$ cat src/rtl/uart_mon_pkg.sv
package uart_mon_pkg;

    typedef enum logic [1:0] {
        ST_IDLE  = 2'd0,
        ST_START = 2'd1,
        ST_DATA  = 2'd2,
        ST_STOP  = 2'd3
    } rx_state_e;

endpackage

$ cat src/rtl/umon_sync.sv
module umon_sync #(
    parameter int STAGES = 2
) (
    input  logic clk_i,
    input  logic rst_ni,
    input  logic rx_i,
    output logic line_o,
    output logic fall_o,
    output logic edge_o
);
    typedef struct packed {
        logic [STAGES-1:0] chain;
        logic              prev;
    } sync_regs_t;

    sync_regs_t r_d, r_q;

    always_comb begin
        r_d       = r_q;
        r_d.chain = {r_q.chain[STAGES-2:0], rx_i};
        r_d.prev  = r_q.chain[STAGES-1];
    end

    always_ff @(posedge clk_i or negedge rst_ni) begin
        if (!rst_ni) begin
            r_q <= '1;
        end else begin
            r_q <= r_d;
        end
    end

    assign line_o = r_q.chain[STAGES-1];
    assign fall_o = r_q.prev & ~r_q.chain[STAGES-1];
    assign edge_o = r_q.prev ^ r_q.chain[STAGES-1];
endmodule

$ cat src/rtl/umon_bit_timer.sv
module umon_bit_timer #(
    parameter int BIT_CLKS = 3472
) (
    input  logic clk_i,
    input  logic rst_ni,
    input  logic restart_i,
    output logic half_o,
    output logic full_o
);
    localparam int CW = (BIT_CLKS > 2) ? $clog2(BIT_CLKS) : 1;
    localparam logic [CW-1:0] HALF_M1 = CW'(BIT_CLKS / 2 - 1);
    localparam logic [CW-1:0] FULL_M1 = CW'(BIT_CLKS - 1);

    typedef struct packed {
        logic [CW-1:0] cnt;
    } timer_regs_t;

    timer_regs_t r_d, r_q;

    always_comb begin
        r_d = r_q;
        if (restart_i || r_q.cnt == FULL_M1) begin
            r_d.cnt = '0;
        end else begin
            r_d.cnt = r_q.cnt + 1'b1;
        end
    end

    always_ff @(posedge clk_i or negedge rst_ni) begin
        if (!rst_ni) begin
            r_q <= '0;
        end else begin
            r_q <= r_d;
        end
    end

    assign half_o = (r_q.cnt == HALF_M1);
    assign full_o = (r_q.cnt == FULL_M1);
endmodule

$ cat src/rtl/umon_edge_guard.sv
module umon_edge_guard (
    input  logic clk_i,
    input  logic rst_ni,
    input  logic active_i,
    input  logic edge_i,
    input  logic sample_i,
    output logic viol_o
);
    typedef struct packed {
        logic seen;
    } guard_regs_t;

    guard_regs_t r_d, r_q;
    logic        viol;

    always_comb begin
        r_d  = r_q;
        viol = 1'b0;
        if (!active_i) begin
            r_d.seen = 1'b0;
        end else if (sample_i) begin
            r_d.seen = edge_i;
        end else begin
            viol     = r_q.seen & edge_i;
            r_d.seen = r_q.seen | edge_i;
        end
    end

    always_ff @(posedge clk_i or negedge rst_ni) begin
        if (!rst_ni) begin
            r_q <= '0;
        end else begin
            r_q <= r_d;
        end
    end

    assign viol_o = viol;
endmodule

$ cat src/rtl/umon_frame_ctrl.sv
module umon_frame_ctrl
    import uart_mon_pkg::*;
#(
    parameter int DATA_BITS = 8
) (
    input  logic                 clk_i,
    input  logic                 rst_ni,
    input  logic                 line_i,
    input  logic                 fall_i,
    input  logic                 half_i,
    input  logic                 full_i,
    input  logic                 viol_i,
    input  logic                 clr_i,
    output logic                 restart_o,
    output logic                 active_o,
    output logic                 sample_o,
    output logic                 busy_o,
    output logic                 valid_o,
    output logic [DATA_BITS-1:0] data_o,
    output logic                 fault_o,
    output logic                 fault_set_o
);
    localparam int IW = $clog2(DATA_BITS + 1);
    localparam logic [IW-1:0] LAST_IDX = IW'(DATA_BITS - 1);

    typedef struct packed {
        rx_state_e            state;
        logic [IW-1:0]        idx;
        logic [DATA_BITS-1:0] shift;
        logic [DATA_BITS-1:0] data;
        logic                 valid;
        logic                 fault;
    } frame_regs_t;

    frame_regs_t r_d, r_q;
    logic        restart;
    logic        stop_err;
    logic        active;

    assign active = (r_q.state == ST_DATA) || (r_q.state == ST_STOP);

    always_comb begin
        r_d      = r_q;
        r_d.valid = 1'b0;
        restart  = 1'b0;
        stop_err = 1'b0;
        unique case (r_q.state)
            ST_IDLE: begin
                restart = 1'b1;
                if (fall_i) begin
                    r_d.state = ST_START;
                end
            end
            ST_START: begin
                if (line_i) begin
                    r_d.state = ST_IDLE;
                    restart   = 1'b1;
                end else if (half_i) begin
                    r_d.state = ST_DATA;
                    r_d.idx   = '0;
                    restart   = 1'b1;
                end
            end
            ST_DATA: begin
                if (viol_i) begin
                    r_d.state = ST_IDLE;
                end else if (full_i) begin
                    r_d.shift = {line_i, r_q.shift[DATA_BITS-1:1]};
                    if (r_q.idx == LAST_IDX) begin
                        r_d.state = ST_STOP;
                    end else begin
                        r_d.idx = r_q.idx + 1'b1;
                    end
                end
            end
            ST_STOP: begin
                if (viol_i) begin
                    r_d.state = ST_IDLE;
                end else if (full_i) begin
                    r_d.state = ST_IDLE;
                    if (line_i) begin
                        r_d.valid = 1'b1;
                        r_d.data  = r_q.shift;
                    end else begin
                        stop_err = 1'b1;
                    end
                end
            end
            default: r_d.state = ST_IDLE;
        endcase

        if (viol_i || stop_err) begin
            r_d.fault = 1'b1;
        end else if (clr_i) begin
            r_d.fault = 1'b0;
        end
    end

    always_ff @(posedge clk_i or negedge rst_ni) begin
        if (!rst_ni) begin
            r_q <= '{state: ST_IDLE, default: '0};
        end else begin
            r_q <= r_d;
        end
    end

    assign restart_o   = restart;
    assign active_o    = active;
    assign sample_o    = active & full_i;
    assign busy_o      = active;
    assign valid_o     = r_q.valid;
    assign data_o      = r_q.data;
    assign fault_o     = r_q.fault;
    assign fault_set_o = viol_i | stop_err;
endmodule

$ cat src/rtl/uart_timing_mon.sv
module uart_timing_mon #(
    parameter int CLK_HZ      = 200_000_000,
    parameter int BAUD        = 57_600,
    parameter int DATA_BITS   = 8,
    parameter int SYNC_STAGES = 2
) (
    input  logic                 clk_i,
    input  logic                 rst_ni,
    input  logic                 rx_i,
    input  logic                 clr_i,
    output logic                 fwd_o,
    output logic                 busy_o,
    output logic                 valid_o,
    output logic [DATA_BITS-1:0] data_o,
    output logic                 fault_o
);
    localparam int BIT_CLKS = CLK_HZ / BAUD;

    logic line, fall, edge_s;
    logic half, full, restart;
    logic active, sample, viol;
    logic fault_set;

    // Forwarded path bypasses every register of the monitor
    assign fwd_o = rx_i;

    umon_sync #(.STAGES(SYNC_STAGES)) u_sync (
        .clk_i  (clk_i),
        .rst_ni (rst_ni),
        .rx_i   (rx_i),
        .line_o (line),
        .fall_o (fall),
        .edge_o (edge_s)
    );

    umon_bit_timer #(.BIT_CLKS(BIT_CLKS)) u_timer (
        .clk_i     (clk_i),
        .rst_ni    (rst_ni),
        .restart_i (restart),
        .half_o    (half),
        .full_o    (full)
    );

    umon_edge_guard u_guard (
        .clk_i    (clk_i),
        .rst_ni   (rst_ni),
        .active_i (active),
        .edge_i   (edge_s),
        .sample_i (sample),
        .viol_o   (viol)
    );

    umon_frame_ctrl #(.DATA_BITS(DATA_BITS)) u_frame (
        .clk_i       (clk_i),
        .rst_ni      (rst_ni),
        .line_i      (line),
        .fall_i      (fall),
        .half_i      (half),
        .full_i      (full),
        .viol_i      (viol),
        .clr_i       (clr_i),
        .restart_o   (restart),
        .active_o    (active),
        .sample_o    (sample),
        .busy_o      (busy_o),
        .valid_o     (valid_o),
        .data_o      (data_o),
        .fault_o     (fault_o),
        .fault_set_o (fault_set)
    );
endmodule

$ cat config.mk
export PLATFORM = sky130hd
export DESIGN_NAME = uart_timing_mon
export DESIGN_NICKNAME = d
export VERILOG_FILES = /design/src/rtl/uart_mon_pkg.sv /design/src/rtl/umon_sync.sv /design/src/rtl/umon_bit_timer.sv /design/src/rtl/umon_edge_guard.sv /design/src/rtl/umon_frame_ctrl.sv /design/src/rtl/uart_timing_mon.sv
export SDC_FILE = /design/constraint.sdc
export NUM_CORES = 1
export LEC_CHECK = 0
export ABC_CLOCK_PERIOD_IN_PS = 7100
export BUFFER_PORTS_ARGS = -buffer_cell sky130_fd_sc_hd__buf_2
export CORE_ASPECT_RATIO = 1.4
export CORE_MARGIN = 1
export CORE_UTILIZATION = 55
export CTS_BUF_LIST = sky130_fd_sc_hd__clkbuf_8
export CTS_CLUSTER_DIAMETER = 200
export DETAILED_ROUTE_END_ITERATION = 8
export PLACE_DENSITY = 0.74
export SLEW_MARGIN = 20
export SYNTH_ARGS = -nofsm -noshare
export SYNTH_HDL_FRONTEND = slang
export SYNTH_SLANG_ARGS = --single-unit
$ cat constraint.sdc
create_clock -name clk_i -period 7.1 [get_ports clk_i]
set_input_delay 0.355 -clock clk_i [delete_from_list [all_inputs] [get_ports clk_i]]
set_output_delay 0.355 -clock clk_i [all_outputs]
set_load 0.02 [all_outputs]
==> results of run 1 <==
## where the power goes
| part | switching, mW | internal (mW) | leakage [nW] | total [mW] |
|---|---|---|---|---|
| sequential | 0.00520 | 0.232 | 0.546 | 0.237 |
| clock | 0.0751 | 0.0672 | 0.0453 | 0.142 |
| combinational | 0.0137 | 0.00648 | 0.346 | 0.0202 |
## routing by layer
layer / vias to the layer above / share of wire, % / track usage (%)
met3: 8 / 3.6 / 6.79
met4: 0 / 2.4 / 11.7
li1: 577 / - / -
met2: 25 / 51 / 32.6
met1: 602 / 43 / 25.4
met5: - / 0 / 0
## worst max-delay path: cells and delay by family (launching register included)
kind          cells  cell delay [ns]
simple gates      3             1.43
flops             1             0.40
mux               1             0.40
fa+ha+maj         1             0.24
## flip-flops by register name, indices dropped and copies added (netlist names)
name             flops
u_sync.r_d           1
u_frame.r_q         14
u_sync.r_q           1
u_frame.data_o       8
u_timer.r_q         12
u_guard.r_q          1
u_frame.valid_o      1
u_sync.line_o        1
u_frame.fault_o      1
## stage by stage
stage	hold WS [ns]	worst slack, ns	util, %	area, sq um
finish	0.164	4.51	62.7	1990
global route	0.160	4.33	62.7	1990
CTS	0.161	4.49	62.7	1990
detailed placement	0.347	4.55	60.0	1910
global placement	0.345	4.62	60.0	1910
floorplan	0.0594	4.84	-	1880
## final timing paths
check	depth (start not counted)	startpoint	end	slack (ns)
worst max-delay path	5	u_timer.r_q[0]	u_frame.data_o[6]	4.51
worst min-delay path	1	rst_ni	u_timer.r_q[4]	0.16
worst max register to register	5	u_timer.r_q[0]	u_frame.data_o[6]	4.51
worst min register to register	0	u_sync.r_d[2]	u_sync.line_o	0.36
max in group asynchronous	1	rst_ni	u_frame.r_q[19]	6.40
min in group clk_i	1	rx_i	u_sync.r_d[2]	0.17
## cells in the final DEF, fill, tap and decap left out, types with 3 or more instances in the layout
master	n
a21oi_1	3
xnor2_1	4
nand3_1	6
buf_2	15
mux2_2	17
mux2i_1	4
xor2_1	5
dfstp_2	3
dfrtp_1	37
nand2_1	10
nand4_1	5
nor2_1	12
clkbuf_8	5
o21ai_0	3
nor3_1	3
ha_1	3
nand2b_1	5
inv_1	6
## final cells by class
cell class / instances / share of cell area [%]
clock inverter: 3 / 0.816
inverter: 5 / 0.941
sequential: 40 / 50.4
clock buffer: 5 / 3.45
timing repair buffer: 15 / 3.76
tap: 39 / 2.45
multi-input combinational: 103 / 38.2
## cells by family (layout without fill, tap and decap cells)
logic type      Yosys count  count (layout)  share of synthesized area [%]
flops                    40              40                           53.4
xor+xnor                  9               9                           4.19
mux                      21              21                           12.3
simple gates             56              56                           17.0
compound gates           14              14                           4.98
buf+inv                  18              28                           6.18
fa+ha+maj                 3               3                           1.99
==> impl_metrics.py, run 1 <==
metrics = {
    "worst_setup_path": {
        "crit_arrival_ns": 2.76,
        "crit_chain": "ha_1, nand3_1, or4_1, nor4_4, mux2_2",
        "worstSetupEndpointType": "register",
        "start_kind": "register",
        "slowest_delay_ns": 0.71,
        "slowest_stage": "or4_1",
        "required_ns": 7.27,
        "critPathKind": "reg2reg",
        "critical_path.max_fanout": 9,
    },
    "power_and_ir_drop": {
        "power_density_nw_per_um2": 201,
        "leakagePower_nw": 0.937,
        "ir_drop_mv": 0.189,
        "power_mw": 0.400,
    },
    "logic_synthesis": {
        "synth_cell_types": 38,
        "ys_ff_latch": 40,
        "synth_nets": 168,
        "synthFlopType": "dfrtp_1",
        "async_flop_share_pct": 100,
        "yosysTopAreaCell": "dfrtp_1",
        "yosysSeqAreaShare_pct": 53.4,
        "avgSynthCellArea_sq_um": 11.7,
        "yosys-top-cells-count": "dfrtp_1, mux2_2, nor2_1, nand2_1, buf_4",
        "synth_top_area_share_pct": 49.2,
        "syn-instance-count": 161,
        "yosys_warnings": 0,
        "synth.most_common_cell": "dfrtp_1",
        "synth_area_leaders": "dfrtp_1, mux2_2, dfstp_2",
        "synth_area_sq_um": 1880,
        "synth-edff-count": 0,
    },
    "flow_run": {
        "max-cap-violations": 0,
    },
    "sta": {
        "relSlewSlack_pct": 44.1,
        "min_period_ns": 2.59,
        "finalMaxSlewViolations": 0,
        "tns_ns": 0,
        "skew_ns": 0.00582,
        "hold_violations": 0,
        "grt_setup_unrepaired": "no",
        "finalSetupViolCount": 0,
        "layout_worst_path_cycle_share_pct": 36.5,
        "fmax_mhz": 386,
        "tightest_slew_ns": 0.839,
    },
    "clock_network": {
        "cts_tree": "done",
        "post_cts_buffers": 0,
        "cts_max_level": 2,
        "hold_buffers": 0,
        "insertion_delay_ns": 0.29,
        "clk_pin_slew_worst_paths_ns": 0.08,
        "cts_buffers": 5,
        "clockRootBuffer": "clkbuf_8",
        "clockBufferDepth": 2,
        "cts_resized": 0,
        "clkSinkCount": 40,
    },
    "die": {
        "die_height_um": 71.2,
        "pin_count": 16,
        "floorplan.initialDensity_pct": 59.2,
        "die_w_um": 51.5,
        "rows": 24,
        "core-area_sq_um": 3180,
        "dieArea_sq_um": 3670,
    },
    "outcome": {
        "outcome": "completed",
    },
    "cells_and_area": {
        "register_area_sq_um": 1000,
        "insertedDiodeCount": 0,
        "drive_gt1_share_pct": 26.3,
        "nNetsFinal": 177,
        "syn2layout_area_growth_pct": 5.91,
        "fill_cells": 277,
        "instances_no_fill": 210,
        "multiInputGateArea_sq_um": 762,
    },
    "placed_design": {
        "io_buffer_count": 15,
        "place_congestion": 0.842,
        "place_inst": 202,
        "post-dp-hpwl_um": 2150,
    },
    "routing": {
        "remaining_drc_errors": 0,
        "via_per_inst": 5.77,
        "drt_iter0_drc": 27,
        "first_pass_iters": 4,
        "vias": 1212,
        "ant_nets": 0,
        "avgRoutedWirePerCell_um": 15.1,
        "wirelength_um": 3160,
    },
    "hold_path": {
        "hold_class": "in2async",
    },
    "global_route": {
        "track_usage_pct": 21.0,
        "grt.overflow.total": 0,
        "grt_pass1_wl_um": 5690,
        "grt_pass1_vias": 1293,
        "grt_max_degree": 41,
        "antenna_found_initial": 0,
    },
}
Note: power is estimated with default switching activity, not from simulation.
==> inputs of run 2 (changes only) <==
Settings changed: ABC_CLOCK_PERIOD_IN_PS 7100 to 2450.
Clock period 7.1 ns to 2.45 ns, I/O delays scaled along.
==> impl_metrics.py, run 2 (synthesized netlist as in run 1, its figures left out) <==
metrics = {
    "outcome": {
        "outcome": "completed",
    },
    "worst_setup_path": {
        "r2r_slack_ns": 0.28,
        "slowest_stage": "or4_1",
        "start_kind": "register",
        "crit_chain": "or3b_4, or4_1, nor4_4, buf_4, mux2_2",
        "r2r_end": "u_frame.data_o[6]",
        "critPathKind": "reg2reg",
        "critical_path.max_fanout": 9,
        "r2r_cells": 5,
        "cp_top_family": "simple AND/OR/NAND/NOR gates",
        "r2r_start": "u_timer.r_q[5]",
        "slowest_delay_ns": 0.47,
        "crit_buf_inv": 1,
        "crit_start": "u_timer.r_q[5]",
        "required_ns": 2.63,
        "worstSetupEndpointType": "register",
        "crit_arrival_ns": 2.35,
    },
    "placed_design": {
        "place_ws_ns": 0.270,
        "io_buffer_count": 15,
        "place_congestion": 0.875,
        "post-dp-hpwl_um": 2250,
    },
    "power_and_ir_drop": {
        "p_sw_share_pct": 21.7,
        "leakagePower_nw": 0.983,
        "power_density_nw_per_um2": 609,
        "internal-power_mw": 0.994,
        "clkPwrFrac_pct": 41.3,
        "switchingPower_mw": 0.275,
        "pwr-share-comb_pct": 4.6,
        "ir_drop_mv": 0.496,
        "power.share.sequential_pct": 54.2,
    },
    "routing": {
        "wirelength_um": 3170,
        "avgRoutedWirePerCell_um": 14.6,
        "wl_met3_um": 97,
        "met1_length_um": 1320,
        "top_layer": "met4",
        "ant_nets": 0,
        "via_per_inst": 5.60,
        "drt_iter0_drc": 26,
        "vias": 1220,
        "remaining_drc_errors": 0,
        "wl_met2_um": 1660,
        "first_pass_iters": 4,
    },
    "global_route": {
        "grt.overflow.total": 0,
        "track_usage_pct": 20.9,
        "antenna_found_initial": 0,
        "grt_max_degree": 41,
        "grt_pass1_vias": 1261,
        "grt_pass1_wl_um": 5570,
    },
    "sta": {
        "layout_worst_path_cycle_share_pct": 88.8,
        "min_period_ns": 2.17,
        "skew_ns": 0.00476,
        "finalSetupViolCount": 0,
        "relSlewSlack_pct": 43.0,
        "fmax_mhz": 460,
        "hold_violations": 0,
        "finalMaxSlewViolations": 0,
        "tns_ns": 0,
        "fin_ws_ns": 0.275,
        "tightest_slew_ns": 0.855,
        "grt_setup_unrepaired": "no",
    },
    "flow_run": {
        "max-cap-violations": 0,
    },
    "cells_and_area": {
        "nNetsFinal": 185,
        "syn2layout_area_growth_pct": 10.8,
        "largest_register_ffs": 14,
        "layout_common_cells": "dfrtp_1, mux2_2, buf_2",
        "insertedDiodeCount": 0,
        "layout_commonest_cell": "dfrtp_1",
        "top_register": "u_frame.r_q",
        "drive_gt1_share_pct": 29.1,
    },
    "die": {
        "dieArea_sq_um": 3670,
        "rows": 24,
        "die_w_um": 51.5,
        "floorplan.initialDensity_pct": 59.2,
        "die_height_um": 71.2,
        "core-area_sq_um": 3180,
        "pin_count": 16,
    },
    "clock_network": {
        "cts_buffers": 5,
        "insertion_delay_ns": 0.29,
        "clkSinkCount": 40,
        "clockBufferDepth": 2,
        "cts_max_level": 2,
        "post_cts_buffers": 0,
        "cts_tree": "done",
        "clockRootBuffer": "clkbuf_8",
        "cts_resized": 0,
        "clk_pin_slew_worst_paths_ns": 0.08,
        "hold_buffers": 2,
    },
    "hold_path": {
        "hold_start": "clr_i",
        "hold-path-cell-count": 2,
        "min_to": "u_frame.fault_o",
        "hold_class": "in2reg",
    },
}
-- run 2: cell count changes in the layout (fill, tap and decap cells not counted), sizes merged --
cell,change
buf,+6
dlygate4sd3,+2
inv,-1
bufinv,+1
-- run 2: area by class of cell --
| type | count | area [sq um] |
|---|---|---|
| clock buffers | 5 | 68.8 |
| multi-input cells | 103 | 762 |
| flip-flops and latches | 40 | 1000 |
| fillers | 261 | 1100 |
| well taps | 39 | 48.8 |
| clock inverters | 3 | 42.5 |
| repair buffers | 23 | 140 |
| inverters | 5 | 18.8 |
-- run 2: stage by stage --
step	cell area [sq um]	instances	total power [mW]	hold WS, ns	utilization (%)
after floorplan	1880	161	0.733	-0.173	-
after global placement	1950	208	0.756	0.236	61.4
after detailed placement	1950	208	0.757	0.237	61.4
after CTS	2090	218	1.29	0.00897	65.5
after global routing	2090	218	1.32	0.0136	65.5
final	2090	218	1.27	0.0179	65.5
-- run 2: routing by layer --
metal / global-route usage [%] / vias to the layer above
li1: - / 593
met1: 23.3 / 595
met2: 34.3 / 23
met3: 5.52 / 9
met4: 13.8 / 0
met5: 0 / -
-- run 2: worst max-delay path by stage --
| stage | to | slack [ns] | cells after the start |
|---|---|---|---|
| 2_1_floorplan | u_frame.data_o[0] | 0.19 | 6 |
| 3_3_place_gp | u_frame.data_o[6] | 0.32 | 5 |
| 3_5_place_dp | u_frame.data_o[6] | 0.27 | 5 |
| 4_1_cts | u_frame.data_o[6] | 0.27 | 5 |
| 5_1_grt | u_frame.data_o[3] | 0.17 | 5 |
| 6_report | u_frame.data_o[6] | 0.28 | 5 |
-- run 2: power groups by stage --
| stage | Clock, mW | Sequential [mW] | Combinational (mW) |
|---|---|---|---|
| after detailed placement | 0 | 0.700 | 0.0570 |
| after CTS | 0.541 | 0.687 | 0.0597 |
| after floorplan | 0 | 0.696 | 0.0372 |
| after global placement | 0 | 0.699 | 0.0571 |
| after global routing | 0.567 | 0.690 | 0.0680 |
| final | 0.524 | 0.688 | 0.0579 |
==> inputs of run 3 (changes only) <==
Settings changed: SYNTH_HIERARCHICAL from default to 1.
==> impl_metrics.py, run 3 <==
metrics = {
    "sta": {
        "relSlewSlack_pct": 42.4,
        "hold_violations": 0,
        "fin_ws_ns": 0.0880,
        "finalSetupViolCount": 0,
        "tns_ns": 0,
        "grt_setup_unrepaired": "no",
        "skew_ns": 0.00640,
        "layout_worst_path_cycle_share_pct": 96.4,
        "fin_hold_ws_ns": 0.119,
        "tightest_slew_ns": 0.864,
        "fmax_mhz": 423,
        "finalMaxSlewViolations": 0,
        "min_period_ns": 2.36,
    },
    "clock_network": {
        "clockRootBuffer": "clkbuf_8",
        "cts_tree": "done",
        "clockBufferDepth": 2,
        "cts_max_level": 2,
        "insertion_delay_ns": 0.29,
        "cts_buffers": 5,
        "clkSinkCount": 40,
        "clk_pin_slew_worst_paths_ns": 0.07,
    },
    "routing": {
        "remaining_drc_errors": 0,
        "drt_iter0_drc": 19,
        "ant_nets": 0,
        "first_pass_iters": 4,
        "wirelength_um": 3770,
        "avgRoutedWirePerCell_um": 15.3,
        "via_per_inst": 5.71,
        "vias": 1411,
    },
    "outcome": {
        "outcome": "completed",
    },
    "worst_setup_path": {
        "required_ns": 2.63,
        "start_kind": "register",
        "critical_path.max_fanout": 7,
        "slowest_delay_ns": 0.40,
        "cp_top_family": "simple AND/OR/NAND/NOR gates",
        "slowest_stage": "dfrtp_1",
        "crit_arrival_ns": 2.54,
        "critPathKind": "reg2reg",
        "worstSetupEndpointType": "register",
        "crit_buf_inv": 1,
        "crit_chain": "ha_4, nand4b_1, or2_4, nor3_4, nand2_4, inv_1, nor2b_4, and3_4, and4bb_4, nand2_2, a31o_2",
    },
    "placed_design": {
        "post-dp-hpwl_um": 2670,
        "io_buffer_count": 15,
        "place_inst": 234,
        "place_ws_ns": -0.00790,
        "dpl_cell_area_sq_um": 2090,
        "place_congestion": 0.822,
    },
    "global_route": {
        "grt_max_degree": 41,
        "track_usage_pct": 23.3,
        "grt_pass1_wl_um": 6410,
        "grt.overflow.total": 0,
        "grt_pass1_vias": 1451,
        "antenna_found_initial": 0,
    },
    "cells_and_area": {
        "largest_register_ffs": 14,
        "postLayoutCellArea_sq_um": 2230,
        "syn2layout_area_growth_pct": 15.8,
        "final_util_pct": 66.7,
        "drive_gt1_share_pct": 33.3,
        "fill_cells": 250,
        "layout_common_cells": "dfrtp_1, nand2_1, buf_2, buf_4, a21oi_1",
        "layout_commonest_cell": "dfrtp_1",
        "multiInputGateArea_sq_um": 831,
        "instances_no_fill": 247,
        "register_area_sq_um": 1000,
        "top_register": "u_frame/r_q",
        "nNetsFinal": 213,
        "insertedDiodeCount": 0,
    },
    "logic_synthesis": {
        "synth_nets": 188,
        "synth_cell_types": 42,
        "async_flop_share_pct": 100,
        "yosysTopAreaCell": "dfrtp_1",
        "synth_top_area_share_pct": 48.1,
        "synth_area_sq_um": 1930,
        "yosysSeqAreaShare_pct": 52.1,
        "ys_ff_latch": 40,
        "avgSynthCellArea_sq_um": 10.6,
        "synthFlopType": "dfrtp_1",
        "yosys_warnings": 6,
        "syn-instance-count": 181,
        "synth_area_leaders": "dfrtp_1, nand2_1, buf_4",
        "yosys-top-cells-count": "dfrtp_1, nand2_1, buf_4, a21oi_1, nor2_1",
        "synth.most_common_cell": "dfrtp_1",
        "synth-edff-count": 0,
    },
    "die": {
        "pin_count": 16,
        "die_height_um": 72.0,
        "die_w_um": 52.0,
        "floorplan.initialDensity_pct": 57.6,
        "rows": 25,
        "core-area_sq_um": 3350,
        "dieArea_sq_um": 3750,
    },
    "power_and_ir_drop": {
        "power_density_nw_per_um2": 541,
        "leakagePower_nw": 1.13,
        "power_mw": 1.21,
        "ir_drop_mv": 0.557,
    },
    "flow_run": {
        "max-cap-violations": 0,
    },
    "hold_path": {
        "hold_class": "in2reg",
    },
}
## run 3: final timing paths
path / startpoint / end / slack, ns / depth (start not counted)
max in group asynchronous: rst_ni / u_timer/r_q[2] / 1.43 / 2
hold reg to reg: u_sync/r_d[2] / u_sync/line_o / 0.36 / 0
setup reg to reg: u_timer/r_q[1] / u_frame/r_q[19] / 0.09 / 11
min in group asynchronous: rst_ni / u_timer/r_q[6] / 0.48 / 2
setup / recovery: u_timer/r_q[1] / u_frame/r_q[19] / 0.09 / 11
hold / removal: clr_i / u_frame/fault_o / 0.12 / 3
## run 3: layer usage
metal	GRT usage, %	vias to the layer above	wire length, um
met5	0	-	0
met4	9.61	0	93
met1	24.2	706	1450
met3	5.87	10	101
li1	-	666	-
met2	43.0	29	2120
## run 3: power by group
group / total [mW] / switching (mW) / internal [mW]
clock network: 0.448 / 0.223 / 0.225
registers: 0.688 / 0.0154 / 0.673
logic: 0.0723 / 0.0412 / 0.0311
## run 3: timing repair
action,CTS,global route
hold endpoints to repair,38,0
setup endpoints to repair,9,11
pin swaps,2,2
buffers inserted,2,1
hold buffers,2,0
gates resized for setup,2,1
## run 3: worst min-delay path: cells and delay by family
family | cells | cell delay [ns]
buffers and inverters | 2 | 0.15
AO/OA/AOI/OAI | 1 | 0.10
## run 3: logic make-up after synthesis
group / count (synthesis) / share of synthesized area (%)
AOI/OAI and AO/OA: 25 / 8.51
xor gates and xnor gates: 3 / 1.36
adders and majority gates: 3 / 1.95
buffers and inverters: 22 / 6.69
DFF: 40 / 52.1
muxes: 10 / 5.71
and+or+nand+nor: 78 / 23.6
## run 3: layout make-up
cell class	count	share of cell area (%)
well taps	40	2.24
multi-input cells	119	37.2
clock inverters	2	0.448
repair buffers	33	10.2
clock buffers	6	3.70
inverters	7	1.18
flip-flops and latches	40	45.0
